$ cat src/rtl/agu_pkg.sv
`timescale 1ns/1ps
package agu_pkg;
  typedef enum logic [1:0] {
    DSZ_8   = 2'b00,
    DSZ_16  = 2'b01,
    DSZ_32  = 2'b10,
    DSZ_32B = 2'b11
  } dsz_e;
endpackage

$ cat src/rtl/agu_sext.sv
`timescale 1ns/1ps
module agu_sext
  import agu_pkg::*;
#(
  parameter int W = 32
) (
  input  logic [W-1:0] disp_i,
  input  dsz_e         sz_i,
  output logic [W-1:0] ext_o
);
  always_comb begin
    unique case (sz_i)
      DSZ_8:   ext_o = {{(W-8){disp_i[7]}}, disp_i[7:0]};
      DSZ_16:  ext_o = {{(W-16){disp_i[15]}}, disp_i[15:0]};
      default: ext_o = disp_i;
    endcase
  end
endmodule

$ cat src/rtl/agu_pick.sv
`timescale 1ns/1ps
module agu_pick #(
  parameter int W        = 32,
  parameter int NREG     = 8,
  parameter int SPI      = 4,
  parameter bit CHECK_SP = 1'b0,
  localparam int AW      = $clog2(NREG)
) (
  input  logic [NREG*W-1:0] regs_i,
  input  logic [AW-1:0]     sel_i,
  input  logic              en_i,
  output logic [W-1:0]      val_o,
  output logic              bad_o
);
  localparam logic [AW-1:0] SP_SEL = AW'(SPI);

  logic [W-1:0] regs [NREG];
  for (genvar k = 0; k < NREG; k++) begin : g_unpack
    assign regs[k] = regs_i[k*W +: W];
  end

  if (CHECK_SP) begin : g_sp
    assign bad_o = en_i && (sel_i == SP_SEL);
  end else begin : g_nosp
    assign bad_o = 1'b0;
  end

  // blocked or absent operand contributes zero
  assign val_o = (en_i && !bad_o) ? regs[sel_i] : '0;
endmodule

$ cat src/rtl/agu_ea.sv
`timescale 1ns/1ps
module agu_ea
  import agu_pkg::*;
#(
  parameter int W    = 32,
  parameter int NREG = 8,
  parameter int SPI  = 4,
  localparam int AW  = $clog2(NREG)
) (
  input  logic              clk_i,
  input  logic              rst_ni,
  input  logic              req_i,
  input  logic [NREG*W-1:0] gpr_i,
  input  logic [AW-1:0]     base_sel_i,
  input  logic              base_en_i,
  input  logic [AW-1:0]     idx_sel_i,
  input  logic              idx_en_i,
  input  logic [1:0]        scale_i,
  input  logic [W-1:0]      disp_i,
  input  logic [1:0]        disp_sz_i,
  output logic [W-1:0]      ea_o,
  output logic              valid_o,
  output logic              fault_o
);
  localparam logic [AW-1:0] SP_SEL = AW'(SPI);

  logic [W-1:0] base_v, idx_v, idx_sc, disp_x, ea_d;
  logic         base_bad, idx_bad;

  agu_pick #(.W(W), .NREG(NREG), .SPI(SPI), .CHECK_SP(1'b0)) i_base (
    .regs_i(gpr_i), .sel_i(base_sel_i), .en_i(base_en_i),
    .val_o(base_v), .bad_o(base_bad)
  );

  agu_pick #(.W(W), .NREG(NREG), .SPI(SPI), .CHECK_SP(1'b1)) i_idx (
    .regs_i(gpr_i), .sel_i(idx_sel_i), .en_i(idx_en_i),
    .val_o(idx_v), .bad_o(idx_bad)
  );

  agu_sext #(.W(W)) i_sext (
    .disp_i(disp_i), .sz_i(dsz_e'(disp_sz_i)), .ext_o(disp_x)
  );

  assign idx_sc = idx_v << scale_i;
  assign ea_d   = base_v + idx_sc + disp_x;  // wraps mod 2^W

  always_ff @(posedge clk_i or negedge rst_ni) begin
    if (!rst_ni) begin
      ea_o    <= '0;
      fault_o <= 1'b0;
      valid_o <= 1'b0;
    end else begin
      valid_o <= req_i;
      if (req_i) begin
        ea_o    <= ea_d;
        fault_o <= idx_bad | base_bad;
      end
    end
  end

  AST_VALID_RISE: assert property (@(posedge clk_i) disable iff (!rst_ni)
    req_i |=> valid_o);
  AST_VALID_DROP: assert property (@(posedge clk_i) disable iff (!rst_ni)
    !req_i |=> !valid_o);
  AST_IDLE_HOLD: assert property (@(posedge clk_i) disable iff (!rst_ni)
    !req_i |=> ($stable(ea_o) && $stable(fault_o)));
  AST_SP_FAULT: assert property (@(posedge clk_i) disable iff (!rst_ni)
    (req_i && idx_en_i && idx_sel_i == SP_SEL) |=> fault_o);
  AST_NO_FAULT: assert property (@(posedge clk_i) disable iff (!rst_ni)
    (req_i && !(idx_en_i && idx_sel_i == SP_SEL)) |=> !fault_o);
endmodule

$ cat config.mk
export PLATFORM = sky130hd
export DESIGN_NAME = agu_ea
export DESIGN_NICKNAME = d
export VERILOG_FILES = /design/src/rtl/agu_pkg.sv /design/src/rtl/agu_sext.sv /design/src/rtl/agu_pick.sv /design/src/rtl/agu_ea.sv
export SDC_FILE = /design/constraint.sdc
export NUM_CORES = 1
export LEC_CHECK = 0
export CORE_MARGIN = 2
export CORE_UTILIZATION = 47
export DETAILED_ROUTE_END_ITERATION = 6
export PLACE_DENSITY = 0.86
export SYNTH_ARGS = -nofsm -noshare
export SYNTH_HDL_FRONTEND = slang
export SYNTH_HIERARCHICAL = 1
export SYNTH_SLANG_ARGS = --single-unit
export TNS_END_PERCENT = 20
$ cat constraint.sdc
create_clock -name clk_i -period 1 [get_ports clk_i]
set_clock_uncertainty 0.15 [all_clocks]
set_input_delay 0.2 -clock clk_i [delete_from_list [all_inputs] [get_ports clk_i]]
set_output_delay 0.2 -clock clk_i [all_outputs]
set_load 0.01 [all_outputs]
### Yosys cells after proc, flatten, opt, wreduce, memory -nomap -nowiden

Cells that the tools add are included.

| operators by class | value |
|---|---|
| divide/modulo/power cells | 0 |
| magnitude comparators | 2 |
| multipliers | 0 |
| add/sub/neg operators | 2 |
| bitwise gates (word level) | 2 |
| equality and inequality tests | 2 |
| muxes and demuxes | 9 |
| shifts and indexed selects | 1 |
| reduce and logical (&&, ||, !) cells | 4 |

Operators with widths:

| operator | count |
|---|---|
| 32-bit binary-select mux with 3-bit select | 2 |
| 32-bit two-way mux | 6 |
| 32-bit adder | 2 |
| 32-bit one-hot mux with 2 select lines | 1 |
| 32-bit by 2-bit left shift with 32-bit output | 1 |
| 4-bit >= comparator, second input constant | 2 |
| 3-bit NOT with 4-bit output | 2 |
| 3-bit == test, second input constant | 1 |
| 2-bit by 1-bit == test with 1-bit output, second input constant | 1 |
| 1-bit logical AND | 2 |
| 2-bit zero test | 1 |
| 1-bit zero test | 1 |

| storage, ports and cells | value |
|---|---|
| memories | 0 |
| input bits | 303 |
| bits in read-only memories | 0 |
| logic and storage cells | 25 |
| bits in registers | 34 |
| latch bits | 0 |
| output and inout bits | 34 |
| memory bits (writable) | 0 |

### Depth between registers and ports, before layout

Gate-level depths: netlist (run 1).

| depth | value |
|---|---|
| depth after elaboration | 8 |
| mapped depth | 20 |
| depth with buffers taken out | 16 |

### Modules after synthesis

The synthesis (run 1) kept the hierarchy.

By module, submodules not included:

| module | area each (µm²) | cells each | instances |
|---|---|---|---|
| agu_ea | 4,351.7 | 418 | 1 |
| agu_pick (i_base) | 2,412.3 | 224 | 1 |
| agu_pick (i_idx) | 2,267.2 | 252 | 1 |
| agu_sext | 426.7 | 64 | 1 |

### Worst setup path before layout (run 1)

OpenSTA, ideal clock, no wires.

| path | value |
|---|---|
| path type | input port to flip-flop |
| start | in idx_sel_i[1] |
| end | reg ea_o[19] |
| path buffers | 4 |
| setup time | 0.125 ns |
| slack | -3.357 ns |
| stages | 20 |
| arrival | 4.082 ns |
| required time | 0.725 ns |
| cells stage by stage | buf_6 buf_12 buf_12 nand2_4 buf_2 o22a_1 a21oi_1 mux2i_1 or2_2 fa_1 inv_1 ha_1 fa_1 a21o_1 a221oi_2 and4_1 o31ai_1 a21oi_1 xnor2_1 mux2_2 |

| on the way | value |
|---|---|
| cells in the longest elaborated chain, start to end | 8 |

Ends and longest elaborated chain:

| what | RTL line | source |
|---|---|---|
| from (decl) | agu_ea.sv:16 | `input logic [AW-1:0] idx_sel_i,` |
| 3-bit NOT with 4-bit output (not written as such) / 3-bit == test (equally long branches) | agu_pick.sv:29, agu_pick.sv:23 |  |
| 32-bit binary-select mux with 3-bit select / 1-bit logical AND (equally long branches) | agu_pick.sv:29, agu_pick.sv:23 |  |
| 32-bit two-way mux (not written as such) / 1-bit zero test (equally long branches) | agu_pick.sv:29 | `assign val_o = (en_i && !bad_o) ? regs[sel_i] : '0;` |
| 32-bit two-way mux (not written as such) / 1-bit logical AND (equally long branches) | agu_pick.sv:29 |  |
| 32-bit two-way mux * | agu_pick.sv:29 |  |
| via idx_v[1] | agu_ea.sv:27 | `logic [W-1:0] base_v, idx_v, idx_sc, disp_x, ea_d;` |
| 32-bit by 2-bit left shift with 32-bit output * | agu_ea.sv:44 | `assign idx_sc = idx_v << scale_i;` |
| 32-bit adder * (2 in series) | agu_ea.sv:45 | `assign ea_d = base_v + idx_sc + disp_x;` |
| to (signal assigned) | agu_ea.sv:49 | `ea_o <= '0;` |
| to (signal assigned) | agu_ea.sv:55 | `ea_o <= ea_d;` |
| to (decl) | agu_ea.sv:21 | `output logic [W-1:0] ea_o,` |

The timed path passes the listed nets; every way through them passes the cells marked *. The select of a mux whose other input is x is not followed.
A chain may end at the register's enable or synchronous reset.

### Worst setup path in the final report (run 1)

| path | value |
|---|---|
| start | in idx_sel_i[2] |
| end | reg ea_o[25] |

The elaborated chain is that of the path after synthesis.

==> results of run 1 <==
layout make-up:
cell class,instances,area [sq um]
Clock buffer,7,143
Inverter,69,259
Antenna cell,5,12.5
Sequential cell,34,851
Multi-Input combinational cell,762,8310
Tap cell,265,332
Fill cell,1362,4410
Clock inverter,1,5.00
Timing Repair Buffer,578,5270
metal layers:
layer  GRT usage (%)  wire [um]  part of all wire (%)
met5               0          0                     0
met4            20.4       2560                   6.2
met3            7.27       3620                   8.8
met2            65.2      20300                    49
met1            42.7      14800                    36
state kept, by name (all words and copies together) (netlist names):
signal / count
ea_o: 32
fault_o: 1
valid_o: 1
worst max-delay path by stage:
stage | startpoint | to | slack (ns)
after global routing | idx_sel_i[2] | ea_o[27]$_DFFE_PN0P_ | -3.23
after CTS | idx_sel_i[2] | ea_o[25]$_DFFE_PN0P_ | -3.02
final | idx_sel_i[2] | ea_o[25]$_DFFE_PN0P_ | -3.14
after detailed placement | idx_sel_i[2] | ea_o[28]$_DFFE_PN0P_ | -3.98
after global placement | idx_sel_i[2] | ea_o[28]$_DFFE_PN0P_ | -3.89
after floorplan | idx_sel_i[1] | ea_o[21]$_DFFE_PN0P_ | -3.11
kinds of logic (layout without fill, tap and decap cells):
kind of cell	after synthesis	count (layout)	synth area share (%)
AO/OA/AOI/OAI	280	280	22.2
buffers and inverters	162	655	9.74
XOR/XNOR	23	23	2.13
other	1	6	0.0396
adder cells (fa/ha/maj)	62	62	10.7
AND/OR/NAND/NOR	134	134	8.11
flip-flops	34	34	9.00
multiplexers	262	262	38.0
worst max-delay path, cell delays in order:
cell and delay (ns):
buf_8 0.10, buf_6 0.13, buf_12 0.13, mux4_2 0.31
nor2b_4 0.15, nor4b_4 0.07, buf_4 0.15, mux4_2 0.47
fa_1 0.53, ha_4 0.30, buf_6 0.10, and3_4 0.18
a221oi_4 0.06, and4_4 0.20, nor3_4 0.36, a21oi_2 0.12
buf_4 0.16, a211o_1 0.25, a31oi_1 0.19
synthesized netlist by cell type, drive strengths merged (4+ instances only):
cell type  instances  area, sq um
o21bai             6         45.0
nor2b             22          138
dfrtp             34          851
o21ai             62          310
a21o              15          113
a221oi            33          477
clkbuf            29          109
buf               64          553
nand2             34          135
a21oi             67          339
nand4              6         37.5
nand3              8         40.0
ha                30          375
o21a               4         30.0
o211ai             8         60.1
or3                4         25.0
nand2b             6         40.0
o22a              44          385
fa                32          641
nor2              21         78.8
xor2               8         70.1
xnor2             15          131
mux2              52          586
nor4b             10          113
a211oi            16          125
mux2i            140         1410
a31oi              7         43.8
mux4              70         1600
inv               68          255
nor3               8         51.3
metrics by stage:
stage / util (%) / instance area [sq um] / total power [mW]
after floorplan: - / 9530 / 9.10
after global placement: 73.3 / 14400 / 15.1
after detailed placement: 73.3 / 14400 / 15.4
after CTS: 76.1 / 14900 / 17.4
after global routing: 77.5 / 15200 / 19.2
final: 77.5 / 15200 / 18.2
report_power, final:
part | total, mW | leakage [nW] | switching (mW) | internal (mW)
clock | 1.56 | 0.0739 | 0.571 | 0.987
sequential | 2.39 | 0.394 | 0.380 | 2.01
combinational | 14.2 | 6.21 | 6.60 | 7.61
timing repair:
item	4_1_cts	5_1_grt
setup endpoints to repair	67	67
pin swaps	64	30
endpoints found under the hold margin	0	0
cloned	1	0
resized for setup	294	53
buffers inserted	14	4
==> impl_metrics.env, run 1 <==
export IMPL_arrival_ns=4.17
export IMPL_grt_pass1_vias=11500
export IMPL_synth_area_per_cell_sq_um=9.87
export IMPL_ir_drop_mv=1.02
export IMPL_fin_crit_sh_pct=414
export IMPL_slew_violations=0
export IMPL_fp_dieW_um=146
export IMPL_drc=0
export IMPL_drtIter0Drc=835
export IMPL_dr_pass1_iters=5
export IMPL_cts_sinks=34
export IMPL_die_height_um=146
export IMPL_setup_viol=67
export IMPL_drive_gt1_share_pct=37.6
export IMPL_synth_edf_count=0
export IMPL_postSynthCellCount=958
export IMPL_grt_max_degree=35
export IMPL_pre_cts_slack_ns=-3.98
export IMPL_clk_path_buf_depth=2
export IMPL_hold_slack_ns=0.143
export IMPL_grt_usage_pct=37.3
export IMPL_hold_viol_final=0
export IMPL_h_tree_depth=2
export IMPL_drv_cap=0
export IMPL_syn2layout_area_growth_pct=60.5
export IMPL_ant_nets=0
export IMPL_crit_fanout=5
export IMPL_crit_path_start_kind="input port"
export IMPL_ys_types=70
export IMPL_final_cell_mix="248 x clkdlybuf4s50_1, 212 x buf_4, 138 x mux2i_1, 67 x mux4_2, 65 x inv_1"
export IMPL_via_per_inst=6.31
export IMPL_ff2ff_path_depth=3
export IMPL_io_buffers=336
export IMPL_wl_per_cell_um=24.0
export IMPL_final_setup_tns_ns=-92.90
export IMPL_worstReg2RegStart="ea_o[28]$_DFFE_PN0P_"
export IMPL_cts_root_buf="clkbuf_16"
export IMPL_synth_fp_nets=1323
export IMPL_antenna_found_initial=5
export IMPL_core_area_sq_um=19600
export IMPL_yosysWarningCount=6
export IMPL_start_util_pct=48.3
export IMPL_synth_seq_cells=34
export IMPL_dr_total_vias=10900
export IMPL_worst_pin_slew_ns=0.572
export IMPL_boundaryPins=337
export IMPL_final_common_cell="clkdlybuf4s50_1"
export IMPL_p_leak_nw=6.68
export IMPL_routed_wl_um=41300
export IMPL_violations="setup timing"
export IMPL_gp_congestion=0.987
export IMPL_rsz0062_at_grt="yes"
export IMPL_setup_slack_ns=-3.14
export IMPL_clkLatencyLatePin_ns=0.28
export IMPL_final_nets=1815
export IMPL_rows=51
export IMPL_endpoint_kind="register"
export IMPL_ys_flop_type="dfrtp_1"
export IMPL_fmax_mhz=242
export IMPL_place_inst=1689
export IMPL_ff2ff_setup_slack_ns=-0.07
export IMPL_p_per_area_nw_per_um2=1200
export IMPL_min_period_ns=4.14
export IMPL_cts_reportedPaths_clkPinSlew_ns=0.05
export IMPL_cts_tree="done"
export IMPL_holdBufCountCts=0
export IMPL_min_path_type="input port to asynchronous set/reset pin"
export IMPL_async_reset_ff_share_pct=100
export IMPL_status="finished, violations left"
export IMPL_instances_no_fill=1721
export IMPL_die_area_sq_um=21300
export IMPL_dp_hpwl_um=32900
export IMPL_overflow=0
export IMPL_grt_pass1_wl_um=62700
export IMPL_synth_cell_area_sq_um=9460
export IMPL_ys_seq_area_share_pct=9.00
export IMPL_slew_headroom_pct=61.9
export IMPL_cts_buffers_inserted=5
export IMPL_critPathRequiredTime_ns=1.04
export IMPL_r2r_end="ea_o[28]$_DFFE_PN0P_"
export IMPL_critical_path_class="input port to register"
(Power assumes the default switching activity.)
==> run 2, diff against run 1 <==
--- a/config.mk
+++ b/config.mk
@@ -6,9 +6,9 @@
 export NUM_CORES = 1
 export LEC_CHECK = 0
 export CORE_MARGIN = 2
-export CORE_UTILIZATION = 47
+export CORE_UTILIZATION = 46
 export DETAILED_ROUTE_END_ITERATION = 6
-export PLACE_DENSITY = 0.86
+export PLACE_DENSITY = 0.85
 export SYNTH_ARGS = -nofsm -noshare
 export SYNTH_HDL_FRONTEND = slang
 export SYNTH_HIERARCHICAL = 1
==> impl_metrics.env, run 2 (synthesis gave the netlist of run 1 again) <==
export IMPL_drtIter0Drc=826
export IMPL_intPower_mw=10.6
export IMPL_antenna_found_initial=2
export IMPL_combPwrFrac_pct=78.1
export IMPL_swShare_pct=41.6
export IMPL_slew_headroom_pct=56.9
export IMPL_setup_slack_ns=-3.05
export IMPL_clkLatencyLatePin_ns=0.28
export IMPL_dp_hpwl_um=32200
export IMPL_critical_path_class="input port to register"
export IMPL_overflow=0
export IMPL_cts_root_buf="clkbuf_16"
export IMPL_dr_pass1_iters=5
export IMPL_clkPwrFrac_pct=8.7
export IMPL_final_nets=1842
export IMPL_cp_slowest_stage_delay_ns=0.50
export IMPL_p_per_area_nw_per_um2=1170
export IMPL_via_per_inst=6.16
export IMPL_fin_crit_sh_pct=405
export IMPL_die_area_sq_um=21700
export IMPL_final_common_cell="clkdlybuf4s50_1"
export IMPL_fp_dieW_um=147
export IMPL_h_tree_depth=2
export IMPL_clk_path_buf_depth=2
export IMPL_drive_gt1_share_pct=38.8
export IMPL_arrival_ns=4.10
export IMPL_boundaryPins=337
export IMPL_p_seq_share_pct=13.2
export IMPL_crit_fanout=7
export IMPL_drv_cap=0
export IMPL_grt_usage_pct=35.4
export IMPL_finish_utilization_pct=76.7
export IMPL_hold_slack_ns=0.136
export IMPL_endpoint_kind="register"
export IMPL_final_cell_mix="249 x clkdlybuf4s50_1, 231 x buf_4, 136 x mux2i_1, 67 x mux4_2, 64 x inv_1"
export IMPL_netSwitchingPower_mw=7.56
export IMPL_final_setup_tns_ns=-91.02
export IMPL_worst_pin_slew_ns=0.646
export IMPL_ant_nets=0
export IMPL_cts_sinks=34
export IMPL_fmax_mhz=247
export IMPL_largestRegisters="ea_o x32, fault_o x1, valid_o x1"
export IMPL_cts_tree="done"
export IMPL_core_area_sq_um=20200
export IMPL_hold_viol_final=0
export IMPL_drc=0
export IMPL_grt_max_degree=35
export IMPL_grt_pass1_vias=11100
export IMPL_routed_wl_um=40500
export IMPL_p_total_mw=18.2
export IMPL_io_buffers=336
export IMPL_slew_violations=0
export IMPL_cp_cell_sequence="buf_12, buf_12, nand2b_4, buf_6, o21ai_4, buf_6, buf_6, a21oi_2, mux4_2, fa_1, ha_4, nand4_1, and2b_2, a211oi_2, a211o_1, or3_4, and4_4, o31ai_4"
export IMPL_dr_total_vias=10800
export IMPL_cp_common_cell="buf_6"
export IMPL_min_path_type="input port to asynchronous set/reset pin"
export IMPL_critPathRequiredTime_ns=1.05
export IMPL_min_period_ns=4.05
export IMPL_status="finished, violations left"
export IMPL_cts_buffers_inserted=5
export IMPL_crit_path_start_kind="input port"
export IMPL_setup_viol=67
export IMPL_die_height_um=147
export IMPL_wl_per_cell_um=23.2
export IMPL_largest_reg_flops=32
export IMPL_cts_reportedPaths_clkPinSlew_ns=0.06
export IMPL_ir_drop_mv=1.18
export IMPL_rsz0062_at_grt="yes"
export IMPL_p_leak_nw=6.86
export IMPL_grt_pass1_wl_um=60200
export IMPL_violations="setup timing"
export IMPL_gp_congestion=0.999
export IMPL_syn2layout_area_growth_pct=64.0
export IMPL_rows=52
export IMPL_pre_cts_slack_ns=-3.95
export IMPL_regMostFlops="ea_o"
export IMPL_start_util_pct=46.7
export IMPL_crit_slowest_cell="fa_1"
[run 2: per-layer routing]
metal  GRT usage (%)  routed length [um]
met1            41.2               15000
met2            62.5               19500
met3            6.27                3390
met4            18.6                2700
met5               0                  11
[run 2: worst paths after layout]
kind	startpoint	end	slack, ns	cells past startpoint
max in group asynchronous	rst_ni	ea_o[2]$_DFFE_PN0P_	0.36	2
min	rst_ni	ea_o[27]$_DFFE_PN0P_	0.14	2
min reg2reg	ea_o[15]$_DFFE_PN0P_	ea_o[15]$_DFFE_PN0P_	0.36	1
min in group clk_i	req_i	ea_o[27]$_DFFE_PN0P_	0.22	3
max reg2reg	ea_o[28]$_DFFE_PN0P_	ea_o[28]$_DFFE_PN0P_	-0.05	3
max	idx_sel_i[0]	ea_o[30]$_DFFE_PN0P_	-3.05	18
[run 2: layout make-up]
type | instances | area (sq um)
inverters | 69 | 259
fillers | 1370 | 4720
repair buffers | 605 | 5610
flip-flops and latches | 34 | 851
clock inverters | 1 | 5.00
clock buffers | 7 | 143
multi-input cells | 762 | 8300
well taps | 270 | 338
diodes | 2 | 5.00
[run 2: repair_timing]
action	in CTS	in global routing
hold buffers	1	0
endpoints found under the hold margin	1	0
pin swaps	56	40
endpoints found under the setup margin	67	67
setup buffers	19	16
gates cloned	1	1
gates resized for setup	292	44
[run 2: power by group through the flow]
stage | clock [mW] | sequential, mW | combinational (mW)
after floorplan | 0 | 2.63 | 6.48
after global placement | 0 | 2.42 | 12.7
after detailed placement | 0 | 2.41 | 13.0
after CTS | 1.59 | 2.39 | 13.5
after global routing | 1.64 | 2.48 | 15.1
final | 1.58 | 2.40 | 14.2
[run 2: stage by stage]
stage                     std cells  cell area [sq um]
after floorplan                 958               9530
after global placement         1704              14500
after detailed placement       1704              14500
after CTS                      1732              15200
after global routing           1750              15500
final                          1750              15500
[run 2: critical path: cells and delay by family]
kind,cells,cell delay [ns]
AOI/OAI and AO/OA,5,0.86
and+or+nand+nor,5,1.10
muxes,1,0.49
adders and majority gates,2,0.80
buffers and inverters,5,0.63
==> run 3, diff against run 2 <==
==> constraint.sdc (replaced) <==
create_clock -name clk_i -period 5.1 [get_ports clk_i]
set_clock_uncertainty 0.15 [all_clocks]
set_input_delay 1.02 -clock clk_i [delete_from_list [all_inputs] [get_ports clk_i]]
set_output_delay 1.02 -clock clk_i [all_outputs]
set_load 0.01 [all_outputs]
==> impl_metrics.env, run 3 (synthesis gave the netlist of run 1 again) <==
export IMPL_start_util_pct=46.7
export IMPL_regMostFlops="ea_o"
export IMPL_status="complete, no violations"
export IMPL_min_period_ns=5.07
export IMPL_dp_hpwl_um=31500
export IMPL_stdcell_area_sq_um=14200
export IMPL_critical_path_class="input port to register"
export IMPL_drive_gt1_share_pct=28.0
export IMPL_wl_per_cell_um=23.4
export IMPL_p_per_area_nw_per_um2=237
export IMPL_fmax_mhz=197
export IMPL_drc=0
export IMPL_min_path_type="register to register"
export IMPL_rows=52
export IMPL_largest_reg_flops=32
export IMPL_cts_sinks=34
export IMPL_p_leak_nw=6.10
export IMPL_endpoint_kind="register"
export IMPL_dr_pass1_iters=5
export IMPL_worst_pin_slew_ns=0.583
export IMPL_clk_path_buf_depth=2
export IMPL_syn2layout_area_growth_pct=50.6
export IMPL_grt_pass1_vias=10900
export IMPL_hold_viol_final=0
export IMPL_crit_fanout=4
export IMPL_io_buffers=336
export IMPL_finish_utilization_pct=70.4
export IMPL_fp_dieW_um=147
export IMPL_clkLatencyLatePin_ns=0.28
export IMPL_ir_drop_mv=0.193
export IMPL_final_common_cell="clkdlybuf4s50_1"
export IMPL_cts_tree="done"
export IMPL_crit_path_start_kind="input port"
export IMPL_rsz0062_at_grt="yes"
export IMPL_via_per_inst=6.19
export IMPL_overflow=0
export IMPL_gp_congestion=0.971
export IMPL_holdBufCountCts=0
export IMPL_p_seq_share_pct=13.7
export IMPL_core_area_sq_um=20200
export IMPL_cts_root_buf="clkbuf_16"
export IMPL_die_height_um=147
export IMPL_grt_usage_pct=34.4
export IMPL_pre_cts_slack_ns=-0.756
export IMPL_fin_crit_sh_pct=99.4
export IMPL_drtIter0Drc=680
export IMPL_largestRegisters="ea_o x32, fault_o x1, valid_o x1"
export IMPL_combPwrFrac_pct=77.2
export IMPL_grt_max_degree=58
export IMPL_h_tree_depth=2
export IMPL_cts_reportedPaths_clkPinSlew_ns=0.06
export IMPL_slew_violations=0
export IMPL_placed_cell_area_sq_um=13800
export IMPL_setup_viol=0
export IMPL_swShare_pct=40.3
export IMPL_drv_cap=0
export IMPL_cts_buffers_inserted=5
export IMPL_boundaryPins=337
export IMPL_final_nets=1740
export IMPL_intPower_mw=2.01
export IMPL_final_cell_mix="324 x clkdlybuf4s50_1, 154 x buf_4, 139 x mux2i_1, 66 x mux4_2, 66 x inv_1"
export IMPL_setup_slack_ns=0.0306
export IMPL_arrival_ns=5.13
export IMPL_antenna_found_initial=2
export IMPL_routed_wl_um=38600
export IMPL_ant_nets=0
export IMPL_dr_total_vias=10200
export IMPL_slew_headroom_pct=61.1
export IMPL_clkPwrFrac_pct=9.1
export IMPL_critPathRequiredTime_ns=5.16
export IMPL_grt_pass1_wl_um=58500
export IMPL_netSwitchingPower_mw=1.36
export IMPL_die_area_sq_um=21700
export IMPL_p_total_mw=3.38
run 3: cell count changes in the layout (fill, tap and decap cells not counted), sizes merged:
cell | before | now
dlygate4sd3 | 1 | 0
bufbuf | 1 | 0
diode | 2 | 1
dlygate4sd2 | 31 | 0
dlymetal6s2s | 7 | 4
clkdlybuf4s50 | 249 | 324
buf | 308 | 174
clkdlybuf4s15 | 7 | 0
run 3: critical path, cell delays in order:
cell             delay [ns]
clkdlybuf4s50_1        0.43
mux4_2                 0.52
nor2b_4                0.14
nor4b_2                0.07
mux4_2                 0.48
fa_1                   0.45
ha_1                   0.33
buf_4                  0.14
and3_1                 0.16
a221oi_2               0.08
and4_4                 0.22
nor3_4                 0.35
a211oi_4               0.12
or4_1                  0.52
nand3_1                0.08
run 3: final timing paths:
check                           cells after the start              endpoint            startpoint  slack (ns)
worst max-delay path                               15  ea_o[29]$_DFFE_PN0P_            gpr_i[228]        0.03
min in group asynchronous                           2     valid_o$_DFF_PN0_                rst_ni        1.01
worst max register to register                      2  ea_o[26]$_DFFE_PN0P_  ea_o[26]$_DFFE_PN0P_        4.16
max in group asynchronous                           2   ea_o[2]$_DFFE_PN0P_                rst_ni        3.47
worst min-delay path                                2   ea_o[0]$_DFFE_PN0P_   ea_o[0]$_DFFE_PN0P_        0.35
worst min register to register                      2   ea_o[0]$_DFFE_PN0P_   ea_o[0]$_DFFE_PN0P_        0.35
run 3: power by group through the flow:
| stage | combinational [mW] | sequential [mW] | clock (mW) |
|---|---|---|---|
| floorplan | 1.26 | 0.515 | 0 |
| global placement | 2.41 | 0.469 | 0 |
| detailed placement | 2.47 | 0.469 | 0 |
| CTS | 2.51 | 0.466 | 0.310 |
| global route | 2.79 | 0.484 | 0.322 |
| finish | 2.61 | 0.464 | 0.306 |
run 3: area by class of cell:
cell class	instances	area, sq um
flip-flops and latches	34	851
well taps	270	338
diodes	1	2.50
clock buffers	7	143
multi-input cells	762	7930
repair buffers	503	4720
fillers	1491	5990
inverters	69	259
clock inverters	1	5.00
run 3: per-stage QoR:
stage	TNS (ns)	std cells	hold slack, ns
floorplan	0	958	0.369
global placement	-9.44	1636	0.326
detailed placement	-13.01	1636	0.344
CTS	0	1645	0.354
global route	-0.280	1647	0.369
finish	0	1647	0.354
run 3: per-layer routing:
layer  global-route usage [%]  vias to the layer above  part of all wire [%]
met5                        0                        -                 0.028
met4                     17.4                        2                   5.7
met3                     6.17                      136                   7.5
met2                     61.1                      578                    50
met1                     39.8                     4927                    37
li1                         -                     4556                     -
run 3: what timing repair did:
action | 4_1_cts | 5_1_grt
gates resized for setup | 16 | 45
setup endpoints to repair | 21 | 18
buffers inserted | 1 | 1
pin swaps | 1 | 11
